--- src/rtl/gpio_port_pkg.sv ---
package gpio_port_pkg;
    localparam int NPORT  = 4;
    localparam int PORT_W = 8;
    localparam int NPIN   = NPORT * PORT_W;
    localparam int DW     = 32;
    localparam int AW     = 8;
    localparam int HALF_W = 2 * PORT_W;
    localparam int SYNC_STAGES = 2;

    typedef enum logic [AW-3:0] {
        W_FUNC  = 6'h00,
        W_ALT   = 6'h01,
        W_DIR   = 6'h02,
        W_DATA  = 6'h03,
        W_STAT  = 6'h04,
        W_EDGAB = 6'h05,
        W_EDGCD = 6'h06,
        W_IEN0  = 6'h0E,
        W_IEN1  = 6'h0F
    } word_idx_t;

    typedef struct packed {
        logic [NPIN-1:0] rise;
        logic [NPIN-1:0] fall;
    } edge_cfg_t;

    typedef struct packed {
        logic [NPIN-1:0] func;
        logic [NPIN-1:0] alt;
        logic [NPIN-1:0] dir;
        logic [NPIN-1:0] dout;
        logic [NPIN-1:0] ien0;
        logic [NPIN-1:0] ien1;
        edge_cfg_t       edg;
    } gpio_cfg_t;

    // Logical pin order <-> register word order. The permutation is its own inverse.
    function automatic logic [DW-1:0] swizzle(input logic [NPIN-1:0] v);
        logic [DW-1:0] w;
        w = '0;
        for (int p = 0; p < NPIN; p++)
            w[(p / PORT_W) * PORT_W + (PORT_W - 1 - (p % PORT_W))] = v[p];
        return w;
    endfunction

    // Pack the edge selects of ports base and base+1 into one word.
    function automatic logic [DW-1:0] edge_pack(input edge_cfg_t e, input int base);
        logic [DW-1:0] w;
        w = '0;
        for (int h = 0; h < 2; h++)
            for (int n = 0; n < PORT_W; n++) begin
                w[DW - 1 - h*HALF_W - 2*n] = e.rise[(base + h) * PORT_W + n];
                w[DW - 2 - h*HALF_W - 2*n] = e.fall[(base + h) * PORT_W + n];
            end
        return w;
    endfunction

    function automatic edge_cfg_t edge_merge(input edge_cfg_t e, input logic [DW-1:0] w,
                                             input int base);
        edge_cfg_t r;
        r = e;
        for (int h = 0; h < 2; h++)
            for (int n = 0; n < PORT_W; n++) begin
                r.rise[(base + h) * PORT_W + n] = w[DW - 1 - h*HALF_W - 2*n];
                r.fall[(base + h) * PORT_W + n] = w[DW - 2 - h*HALF_W - 2*n];
            end
        return r;
    endfunction
endpackage

--- src/rtl/gpio_port_regs.sv ---
module gpio_port_regs
    import gpio_port_pkg::*;
(
    input  logic            clk,
    input  logic            rst,
    input  logic            wr,
    input  logic [AW-1:0]   addr,
    input  logic [DW-1:0]   wdata,
    input  logic [NPIN-1:0] pin_lvl,
    input  logic [NPIN-1:0] stat,
    output gpio_cfg_t       cfg,
    output logic [NPIN-1:0] clr,
    output logic [DW-1:0]   rdata
);
    word_idx_t       widx;
    logic            unused_lsb;
    logic [NPIN-1:0] wpins;

    assign widx       = word_idx_t'(addr[AW-1:2]);
    assign unused_lsb = ^addr[1:0];
    assign wpins      = swizzle(wdata);
    assign clr        = (wr && widx == W_STAT) ? wpins : '0;

    always_ff @(posedge clk) begin
        if (rst) begin
            cfg <= '0;
        end else if (wr) begin
            case (widx)
                W_FUNC:  cfg.func <= wpins;
                W_ALT:   cfg.alt  <= wpins;
                W_DIR:   cfg.dir  <= wpins;
                W_DATA:  cfg.dout <= wpins;
                W_EDGAB: cfg.edg  <= edge_merge(cfg.edg, wdata, 0);
                W_EDGCD: cfg.edg  <= edge_merge(cfg.edg, wdata, 2);
                W_IEN0:  cfg.ien0 <= wpins;
                W_IEN1:  cfg.ien1 <= wpins;
                default: ;
            endcase
        end
    end

    always_comb begin
        case (widx)
            W_FUNC:  rdata = swizzle(cfg.func);
            W_ALT:   rdata = swizzle(cfg.alt);
            W_DIR:   rdata = swizzle(cfg.dir);
            W_DATA:  rdata = swizzle(pin_lvl);
            W_STAT:  rdata = swizzle(stat);
            W_EDGAB: rdata = edge_pack(cfg.edg, 0);
            W_EDGCD: rdata = edge_pack(cfg.edg, 2);
            W_IEN0:  rdata = swizzle(cfg.ien0);
            W_IEN1:  rdata = swizzle(cfg.ien1);
            default: rdata = '0;
        endcase
    end
endmodule

--- src/rtl/gpio_edge_detect.sv ---
module gpio_edge_detect
    import gpio_port_pkg::*;
(
    input  logic            clk,
    input  logic            rst,
    input  logic [NPIN-1:0] pad_in,
    input  logic [NPIN-1:0] arm,
    input  edge_cfg_t       edg,
    output logic [NPIN-1:0] lvl,
    output logic [NPIN-1:0] evt
);
    logic [NPIN-1:0] sync_q [SYNC_STAGES];
    logic [NPIN-1:0] prev_q;

    generate
        for (genvar s = 0; s < SYNC_STAGES; s++) begin : g_sync
            always_ff @(posedge clk) begin
                if (rst)         sync_q[s] <= '0;
                else if (s == 0) sync_q[s] <= pad_in;
                else             sync_q[s] <= sync_q[(s == 0) ? 0 : s - 1];
            end
        end
    endgenerate

    always_ff @(posedge clk) begin
        if (rst) prev_q <= '0;
        else     prev_q <= lvl;
    end

    assign lvl = sync_q[SYNC_STAGES-1];
    assign evt = arm & ((lvl & ~prev_q & edg.rise) | (~lvl & prev_q & edg.fall));
endmodule

--- src/rtl/gpio_irq_status.sv ---
module gpio_irq_status
    import gpio_port_pkg::*;
(
    input  logic            clk,
    input  logic            rst,
    input  logic [NPIN-1:0] evt,
    input  logic [NPIN-1:0] clr,
    input  logic [NPIN-1:0] ien0,
    input  logic [NPIN-1:0] ien1,
    output logic [NPIN-1:0] stat,
    output logic            irq0,
    output logic            irq1
);
    always_ff @(posedge clk) begin
        if (rst) stat <= '0;
        else     stat <= (stat & ~clr) | evt;
    end

    assign irq0 = |(stat & ien0);
    assign irq1 = |(stat & ien1);
endmodule

--- src/rtl/gpio_port_ctrl.sv ---
module gpio_port_ctrl
    import gpio_port_pkg::*;
(
    input  logic            clk,
    input  logic            rst,
    input  logic            bus_wr,
    input  logic [AW-1:0]   bus_addr,
    input  logic [DW-1:0]   bus_wdata,
    output logic [DW-1:0]   bus_rdata,
    input  logic [NPIN-1:0] pad_in,
    output logic [NPIN-1:0] pad_out,
    output logic [NPIN-1:0] pad_oe,
    output logic [NPIN-1:0] gpio_sel,
    output logic            irq_core0,
    output logic            irq_core1
);
    gpio_cfg_t       cfg;
    logic [NPIN-1:0] pin_lvl;
    logic [NPIN-1:0] evt;
    logic [NPIN-1:0] clr;
    logic [NPIN-1:0] stat_q;
    logic [NPIN-1:0] arm;

    assign arm      = cfg.func & ~cfg.dir;
    assign gpio_sel = cfg.func;
    assign pad_oe   = cfg.func & cfg.dir;
    assign pad_out  = cfg.dout;

    gpio_port_regs u_regs (
        .clk(clk), .rst(rst), .wr(bus_wr), .addr(bus_addr), .wdata(bus_wdata),
        .pin_lvl(pin_lvl), .stat(stat_q), .cfg(cfg), .clr(clr), .rdata(bus_rdata)
    );

    gpio_edge_detect u_edge (
        .clk(clk), .rst(rst), .pad_in(pad_in), .arm(arm), .edg(cfg.edg),
        .lvl(pin_lvl), .evt(evt)
    );

    gpio_irq_status u_stat (
        .clk(clk), .rst(rst), .evt(evt), .clr(clr), .ien0(cfg.ien0), .ien1(cfg.ien1),
        .stat(stat_q), .irq0(irq_core0), .irq1(irq_core1)
    );
endmodule

--- config.mk ---
export PLATFORM = sky130hd
export DESIGN_NAME = gpio_port_ctrl
export DESIGN_NICKNAME = d
export VERILOG_FILES = /design/src/rtl/gpio_port_pkg.sv /design/src/rtl/gpio_port_regs.sv /design/src/rtl/gpio_edge_detect.sv /design/src/rtl/gpio_irq_status.sv /design/src/rtl/gpio_port_ctrl.sv
export SDC_FILE = /design/constraint.sdc
export NUM_CORES = 1
export LEC_CHECK = 0
export BUFFER_PORTS_ARGS = -buffer_cell sky130_fd_sc_hd__buf_2
export CAP_MARGIN = 20
export CORE_MARGIN = 5
export CORE_UTILIZATION = 34
export CTS_CLUSTER_DIAMETER = 80
export DETAILED_ROUTE_END_ITERATION = 12
export SETUP_SLACK_MARGIN = 0.15
export SLEW_MARGIN = 5
export SYNTH_ARGS = -nofsm -noshare
export SYNTH_HDL_FRONTEND = slang
export SYNTH_SLANG_ARGS = --single-unit
--- constraint.sdc ---
create_clock -name clk -period 2.2 [get_ports clk]
set_input_delay 0.11 -clock clk [delete_from_list [all_inputs] [get_ports clk]]
set_output_delay 0.11 -clock clk [all_outputs]
set_load 0.05 [all_outputs]
# After elaboration in Yosys (flattened, before gate mapping)
# Memories as Yosys holds them, arrays and structs flattened.
# Cells that the tools add are included.
dict set report classes {
  mux 8
  n_reduce_logical 12
  n_eq_ne 8
  bitwise_logic 20
}
# op count
set ops {}
lappend ops {{32-bit bitwise AND} 10}
lappend ops {{32-bit one-hot mux with 9 select lines} 1}
lappend ops {{32-bit inverter} 4}
lappend ops {{64-bit one-hot mux with 2 select lines} 1}
lappend ops {{32-bit 2-to-1 mux} 3}
lappend ops {{32-bit OR} 2}
lappend ops {{32-bit OR reduction} 2}
lappend ops {{6-bit by 3-bit equality test with 1-bit output, second input constant} 3}
lappend ops {{6-bit by 2-bit equality test with 1-bit output, second input constant} 2}
lappend ops {{6-bit by 4-bit equality test with 1-bit output, second input constant} 2}
lappend ops {{2-bit AND reduction} 6}
lappend ops {{6-bit by 1-bit equality test with 1-bit output, second input constant} 1}
lappend ops {{6-bit logical NOT} 1}
lappend ops {{3-bit AND reduction} 2}
lappend ops {{1-bit 2-to-1 mux} 3}
lappend ops {{1-bit inverter} 2}
lappend ops {{1-bit OR} 2}
lappend ops {{1-bit logical AND} 1}
dict set report totals {
  word_cells 61
  in_bits 75
  n_memories 1
  reg_bits 320
  ramBits 64
  output_inout_bits 130
}
# name depth word_bits read_ports rd_ports_with_merged_regs write_ports line
set mem_list {}
lappend mem_list {u_edge.sync_q 2 32 2 0 2 gpio_edge_detect.sv:12} ;# logic [NPIN-1:0] sync_q [SYNC_STAGES];

# Logic depth before layout (Yosys ltp)
# Gate-level depths: netlist of run 1.
dict set report depth {
  ltp_word 6
  mapped_depth 7
  mapped_depth_nobuf 3
}

# By module
# From an unflattened synthesis of run 1, not the netlist that was laid out.
dict set report hier_totals {
  hier_cells 1948
  area_unflattened_um2 16382.0
}
# mod cells_each area_per_inst_um2 instances seq_area_each_um2
set by_module_without_submodules {}
lappend by_module_without_submodules {gpio_port_regs 1413 11343.4 1 5124.9}
lappend by_module_without_submodules {gpio_edge_detect 298 3280.6 1 1921.8}
lappend by_module_without_submodules {gpio_irq_status 173 1357.6 1 640.6}
lappend by_module_without_submodules {gpio_port_ctrl 64 400.4 1 0.0}

# Worst setup path before layout of run 1
# Ideal clock, no wire load.
dict set report synth_timing {
  kind {input to output}
  start {in bus_addr[2]}
  end {out bus_rdata[0]}
  t_arrival_ns 1.822
  t_required_ns 2.090
  n_path_buf 3
  cell_stages 6
  slack_ns 0.268
  cell_sequence {clkbuf_1 buf_2 buf_2 mux4_2 nand2_1 nand4_1}
}
dict set report synth_between {
  elab_chain_len 2
  word_cells_on_any_way 10
  classes_between {eq/ne (8); mux (1); reduce/logical (1)}
}
# item line
set synth_lines {}
lappend synth_lines {{from (decl)} gpio_port_ctrl.sv:7} ;# input logic [AW-1:0] bus_addr,
lappend synth_lines {{6-bit by 4-bit equality test with 1-bit output (tied with other cells)} gpio_port_regs.sv:43} ;# case (widx)
lappend synth_lines {{32-bit one-hot mux with 9 select lines (*)} gpio_port_regs.sv:43}
lappend synth_lines {{to (decl)} gpio_port_ctrl.sv:9} ;# output logic [DW-1:0] bus_rdata,
# Mark *: on every way between the ends. The rest lies on a longest branch, timed or not.

==> impl_metrics.yaml, run 1 <==
clock_tree:
  cts_sinks: 384
  cts_root_buf: "clkbuf_16"
  cts_inserted_buffers: 44
  cts_buffer_depth: 3
  ctsHtreeMaxLevel: 2
  clkTransAtPathRegs_ns: 0.06
  cts_tree: "yes"
  clk_latency_ns: 0.58
synth:
  synth_commonest_cells: "dfxtp_1, a21oi_1, clkbuf_1"
  synth-simple-area-share: 0.2017
  yosys_register_bits: 384
  syn_nets: 2220
  yosysWarnings: 0
  async_reset_ff_frac: 0
  syn_area_per_cell_um2: 8.661
  yosysTopAreaCellShare: 0.4138
  synth_seq_area_share: 0.4138
  synthFlopType: "dfxtp_1"
  synth-compound-area-share: 0.2101
  synth_area_um2: 18580
  synthTopCellsByArea: "dfxtp_1, a21oi_1, nand4_1"
  syn_inst: 2145
  muxShareOfSynthArea: 0.07543
  yosys.area.top_type: "dfxtp_1"
  synth-edff-count: 0
  synth.most_common_cell: "dfxtp_1"
  synth_cell_type_count: 35
  synth_top_family_by_area: "compound AO/OA/AOI/OAI gates"
  synth_xor_area_frac: 0
  synthAdderAreaFrac: 0
flow_run:
  cap_viol_max_count: 0
worst_setup_path:
  crit_fanout: 4
  worst_ep_required_time_ns: 2.09
  r2r_slack_ns: 1.06
  crit_buf_inv: 1
  cp-start-kind: "flip-flop"
  cp_data_arrival_time_ns: 2.11
  critPathTopFamily: "multiplexers"
  endpoint_kind: "primary output"
  crit_chain: "mux4_2 -> nand2_4 -> nand4_1 -> buf_12"
  path_class: "flip-flop to primary output"
  cp_slowest_cell: "mux4_2"
  slowest_delay_ns: 0.50
timing:
  hold-worst-slack_ns: 0.03095
  finalCritPeriodShare: 1.007
  slew_headroom: 0.4593
  post-route-min-period_ns: 2.216
  hold_viol_final: 0
  fin_ws_ns: -0.01596
  finalClockSkew_ns: 0.02492
  max_freq_ghz: 0.4513
  setup_viol: 1
  slew_violations: 0
  worstMarginPinSlew_ns: 0.8111
  rsz0062_at_grt: "true"
floorplan:
  die_y_um: 243.8
  design.core.area_um2: 54030
  num_io_pins: 205
  dieArea_um2: 59420
  start_util: 0.3439
  die_x_um: 243.8
  fp-row-count: 85
power_and_ir_drop:
  irDropWorstVdd_mv: 0.5866
  totalPowerFinal_mw: 15.72
  leakagePower_nw: 7.955
  powerDensity_nw_per_um2: 686.3
run_status:
  outcome: "finished with violations"
  violations: "negative setup slack"
drt:
  wl_per_cell_um: 25.64
  antenna_left: 0
  wirelength_um: 76250
  dr_total_vias: 18330
  drc: 0
  first_pass_iters: 6
  dr.first_iter.drc_count: 2084
  vias_per_cell: 6.163
global_routing:
  grt-ovfl-total: 0
  grt_pass1_vias: 17210
  grt_pass1_wl_um: 113600
  antenna_found_initial: 0
  track_usage: 0.2435
  grt_max_degree: 129
hold_path:
  min_path_type: "primary input to flip-flop"
layout:
  final_net_count: 2319
  n_antenna_cell: 0
  area_growth_syn_to_layout_pct: 23.26
  utilization: 0.4238
  drive_gt1_frac: 0.2397
placed_design:
  place.gp.congestion: 0.9217
  port_buffers: 202
  dp_hpwl_um: 49380
==> flip-flops by register name, summed over array words and instances, names as in the netlist <==
register,cells
u_stat.stat,32
u_regs.cfg,256
u_edge.prev_q,32
u_edge.sync_q,64
==> worst min-delay path: stages <==
cell and delay (ns):
buf_2 0.13, inv_1 0.07, o41ai_1 0.11, a21oi_1 0.15
==> metal layers <==
metal | global-route usage | routed length [um]
met1 | 0.3422 | 31910
met2 | 0.3734 | 33840
met3 | 0.04943 | 7497
met4 | 0.08480 | 3007
met5 | 0 | 0
==> where the power goes <==
| group | internal (mW) | switching, mW | total (mW) | leakage (nW) |
|---|---|---|---|---|
| Clock | 4.23 | 3.05 | 7.28 | 0.691 |
| Sequential | 7.03 | 0.0595 | 7.09 | 3.15 |
| Combinational | 0.434 | 0.911 | 1.35 | 4.11 |
| Total | 11.7 | 4.03 | 15.7 | 7.95 |
==> kinds of logic (layout without fill, tap and decap cells) <==
group | after synthesis | in the layout
buffers and inverters | 392 | 525
AND/OR/NAND/NOR | 632 | 632
AO/OA/AOI/OAI | 641 | 641
flip-flops | 384 | 384
multiplexers | 96 | 96
==> stage by stage <==
stage | instance area [um^2] | setup WS, ns | instances | TNS [ns]
3_5_place_dp | 20220 | 0.1472 | 2794 | 0
5_1_grt | 22900 | -0.08533 | 2974 | -0.1474
4_1_cts | 22810 | -0.03251 | 2971 | -0.04409
6_report | 22900 | -0.01596 | 2974 | -0.01596
2_1_floorplan | 18580 | 0.2680 | 2145 | 0
3_3_place_gp | 20220 | 0.1673 | 2794 | 0
==> cell usage in the layout (no fill, tap or decap), types with 2 or more instances in the layout <==
cell type / Yosys / routed
mux2i_1: 32 / 32
inv_1: 65 / 65
inv_6: 0 / 2
clkbuf_16: 0 / 45
nand3_1: 193 / 192
buf_6: 13 / 5
nor2b_1: 98 / 96
buf_2: 24 / 170
and2_1: 33 / 32
buf_8: 0 / 3
buf_12: 0 / 51
dfxtp_1: 384 / 313
or4_4: 0 / 3
nand3b_1: 65 / 65
a21oi_1: 288 / 288
nand2_2: 0 / 3
o31ai_1: 118 / 118
a22oi_2: 0 / 18
o31ai_2: 10 / 10
mux4_2: 32 / 32
nand4_1: 167 / 167
a22oi_1: 32 / 14
o21ai_0: 128 / 128
or3_1: 32 / 32
mux2_2: 32 / 32
nand2_1: 32 / 27
buf_4: 64 / 68
nand2_4: 0 / 2
dfxtp_2: 0 / 54
dfxtp_4: 0 / 17
clkbuf_1: 201 / 15
dlygate4sd3_1: 0 / 81
a211o_1: 32 / 32
clkbuf_8: 0 / 11
o41ai_1: 32 / 32
clkinv_2: 0 / 5
==> cell type report <==
type	count	area, um^2
Clock buffer	70	1320
Clock inverter	10	88.84
Fill cell	5287	31130
Inverter	66	247.7
Multi-Input combinational cell	1369	9244
Sequential cell	384	7819
Tap cell	696	870.8
Timing Repair Buffer	379	3308
==> path summary, 6_finish.rpt <==
| check | from | to | cells after the start |
|---|---|---|---|
| setup / recovery | u_edge.sync_q[1][0] | bus_rdata[7] | 4 |
| hold / removal | bus_wdata[10] | u_stat.stat[13] | 4 |
| setup reg to reg | u_regs.cfg[39] | u_stat.stat[7] | 3 |
| hold reg to reg | u_edge.sync_q[0][10] | u_edge.sync_q[1][10] | 1 |
==> repair_timing <==
action	in CTS	in global routing
endpoints found under the hold margin	293	0
endpoints found under the setup margin	31	22
pin swaps	11	11
gates resized for setup	105	27
hold buffers	81	0
setup buffers	16	3
Note: power is estimated with default switching activity, not from simulation.
==> inputs of run 2 (changes only) <==
--- a/config.mk
+++ b/config.mk
@@ -12,6 +12,7 @@
 export CTS_CLUSTER_DIAMETER = 80
 export DETAILED_ROUTE_END_ITERATION = 12
 export SETUP_SLACK_MARGIN = 0.15
+export SKIP_LAST_GASP = 1
 export SLEW_MARGIN = 5
 export SYNTH_ARGS = -nofsm -noshare
 export SYNTH_HDL_FRONTEND = slang
==> constraint.sdc (replaced) <==
create_clock -name clk -period 2.6 [get_ports clk]
set_input_delay 0.13 -clock clk [delete_from_list [all_inputs] [get_ports clk]]
set_output_delay 0.13 -clock clk [all_outputs]
set_load 0.05 [all_outputs]
==> run 2 against run 1 <==
Net effect: the flow now finishes without violations; count of clock-buffer cells in the layout fell by 1; sequential power is 15% lower; first-iteration DRC count rose by 4.6%; via count down 2.0%; combinational power decreased by 20%; die area stayed put; total power fell by 15%; register-to-register slack better by 0.30 ns; routed wire length decreased by 1.1%; clock power fell by 14%; cell count is 1.2% lower; critical path type unchanged; critical endpoint is now irq_core1; largest power group unchanged.
==> impl_metrics.yaml, run 2 (same netlist as run 1, synthesis figures left out) <==
worst_setup_path:
  worst_ep_required_time_ns: 2.47
  r2r_slack_ns: 1.36
  cp_slowest_cell: "or4_4"
  cp-start-kind: "flip-flop"
  r2r_start: "u_regs.cfg[17]"
  crit_buf_inv: 1
  reg2regPathDepth: 3
  critPathCapture: "irq_core1"
  crit_fanout: 4
  crit_path_start: "u_stat.stat[27]"
  r2r_end: "u_regs.cfg[17]"
  path_class: "flip-flop to primary output"
  crit_chain: "a22oi_1 -> nand4_1 -> or4_4 -> buf_4"
  endpoint_kind: "primary output"
  critPathTopFamily: "simple AND/OR/NAND/NOR gates"
  cp_data_arrival_time_ns: 2.29
  crit_cells: 4
  slowest_delay_ns: 0.60
global_routing:
  grt_max_degree: 129
  grt-ovfl-total: 0
  antenna_found_initial: 1
  grt_pass1_vias: 16980
  grt_pass1_wl_um: 112100
  track_usage: 0.2407
timing:
  setup_viol: 0
  rsz0062_at_grt: "false"
  finalCritPeriodShare: 0.9298
  max_freq_ghz: 0.4136
  finalClockSkew_ns: 0.02107
  post-route-min-period_ns: 2.418
  fin_tns_setup_ns: 0
  slew_violations: 0
  worstMarginPinSlew_ns: 0.8339
  slew_headroom: 0.4441
  hold_viol_final: 0
drt:
  wirelength_um: 75430
  drc: 0
  antenna_left: 0
  first_pass_iters: 6
  vias_per_cell: 6.109
  dr_total_vias: 17960
  wl_per_cell_um: 25.67
  dr.first_iter.drc_count: 2180
layout:
  drive_gt1_frac: 0.1922
  mostFrequentLayoutCell: "dfxtp_1"
  n_antenna_cell: 0
  area_growth_syn_to_layout_pct: 17.94
  layoutNonFillerInstCount: 2939
  largest-register: "u_regs.cfg"
  reg_top3: "u_regs.cfg x256, u_edge.sync_q x64"
  largest_reg_flops: 256
  layout_common_cells: "dfxtp_1, a21oi_1, buf_2"
  final_net_count: 2283
clock_tree:
  cts_root_buf: "clkbuf_16"
  cts_buffer_depth: 3
  cts_tree: "yes"
  clkTransAtPathRegs_ns: 0.07
  ctsHtreeMaxLevel: 2
  cts_sinks: 384
  clk_latency_ns: 0.59
  cts_inserted_buffers: 44
  cts_setup_buffers: 0
hold_path:
  hp-start: "bus_wr"
  worst_hold_path.num_cells: 3
  min_path_type: "primary input to flip-flop"
floorplan:
  dieArea_um2: 59420
  design.core.area_um2: 54030
  die_y_um: 243.8
  fp-row-count: 85
  num_io_pins: 205
  start_util: 0.3439
  die_x_um: 243.8
power_and_ir_drop:
  leakagePower_nw: 7.614
  powerDensity_nw_per_um2: 610.2
  irDropWorstVdd_mv: 0.4522
run_status:
  outcome: "complete, no violations"
placed_design:
  port_buffers: 202
  place.gp.congestion: 0.9222
  dp_hpwl_um: 49400
  placed_cells: 2783
flow_run:
  cap_viol_max_count: 0
run 2: cell count changes in the layout (fill, tap and decap cells not counted), moves of 5 or more:
cell	before	now
a22oi_1	14	29
a22oi_2	18	3
buf_12	51	19
buf_2	170	198
buf_4	68	49
buf_6	5	0
clkbuf_1	15	10
dfxtp_1	313	384
dfxtp_2	54	0
dfxtp_4	17	0
dlygate4sd3_1	81	75
run 2: per-stage QoR:
| step | hold WS [ns] | power, mW | utilization | worst slack [ns] | area, um^2 |
|---|---|---|---|---|---|
| 3_5_place_dp | 0.3441 | 7.115 | 0.3644 | 0.3258 | 19690 |
| 5_1_grt | 0.08947 | 13.75 | 0.4056 | 0.1528 | 21910 |
| 3_3_place_gp | 0.3396 | 7.101 | 0.3644 | 0.3453 | 19690 |
| 6_report | 0.1201 | 13.37 | 0.4056 | 0.1825 | 21910 |
| 4_1_cts | 0.06248 | 13.44 | 0.4054 | 0.1843 | 21900 |
| 2_1_floorplan | 0.2582 | 6.704 | - | 0.6280 | 18580 |
run 2: repair_timing:
item / in CTS / in global routing
pin swaps: 0 / 0
endpoints found under the hold margin: 298 / 0
setup endpoints to repair: 3 / 1
resized for setup: 4 / 2
cloned: 0 / 0
hold buffers: 75 / 0
run 2: final cells by class:
| type | count | area (um^2) |
|---|---|---|
| Inverter | 66 | 247.7 |
| Sequential cell | 384 | 7687 |
| Tap cell | 696 | 870.8 |
| Clock inverter | 12 | 78.83 |
| Clock buffer | 69 | 1368 |
| Multi-Input combinational cell | 1369 | 9140 |
| Timing Repair Buffer | 343 | 2519 |
| Fill cell | 5354 | 32120 |
run 2: worst reg2reg max path, delay by kind of cell (launching register included):
family                 cells  cell delay [ns]
DFF                        1             0.37
buffers and inverters      1             0.56
AOI/OAI and AO/OA          2             0.25
run 2: routing by layer:
metal	vias to the layer above	share of wire	global-route usage
met3	152	0.084	0.04110
li1	8001	-	-
met1	8858	0.43	0.3348
met5	-	0	0
met2	944	0.45	0.3716
met4	0	0.043	0.09874
run 2: power by group:
part,switching [mW],internal [mW]
Sequential,0.0520,5.96
Combinational,0.757,0.326
Clock,2.66,3.62
Total,3.47,9.90
run 2: how the worst min path moves through the flow:
stage | endpoint | slack [ns]
finish | u_regs.cfg[5] | 0.12
global route | u_regs.cfg[44] | 0.09
CTS | u_regs.cfg[5] | 0.06
detailed placement | u_edge.sync_q[0][26] | 0.34
global placement | u_edge.sync_q[0][20] | 0.34
floorplan | u_edge.sync_q[0][0] | 0.26
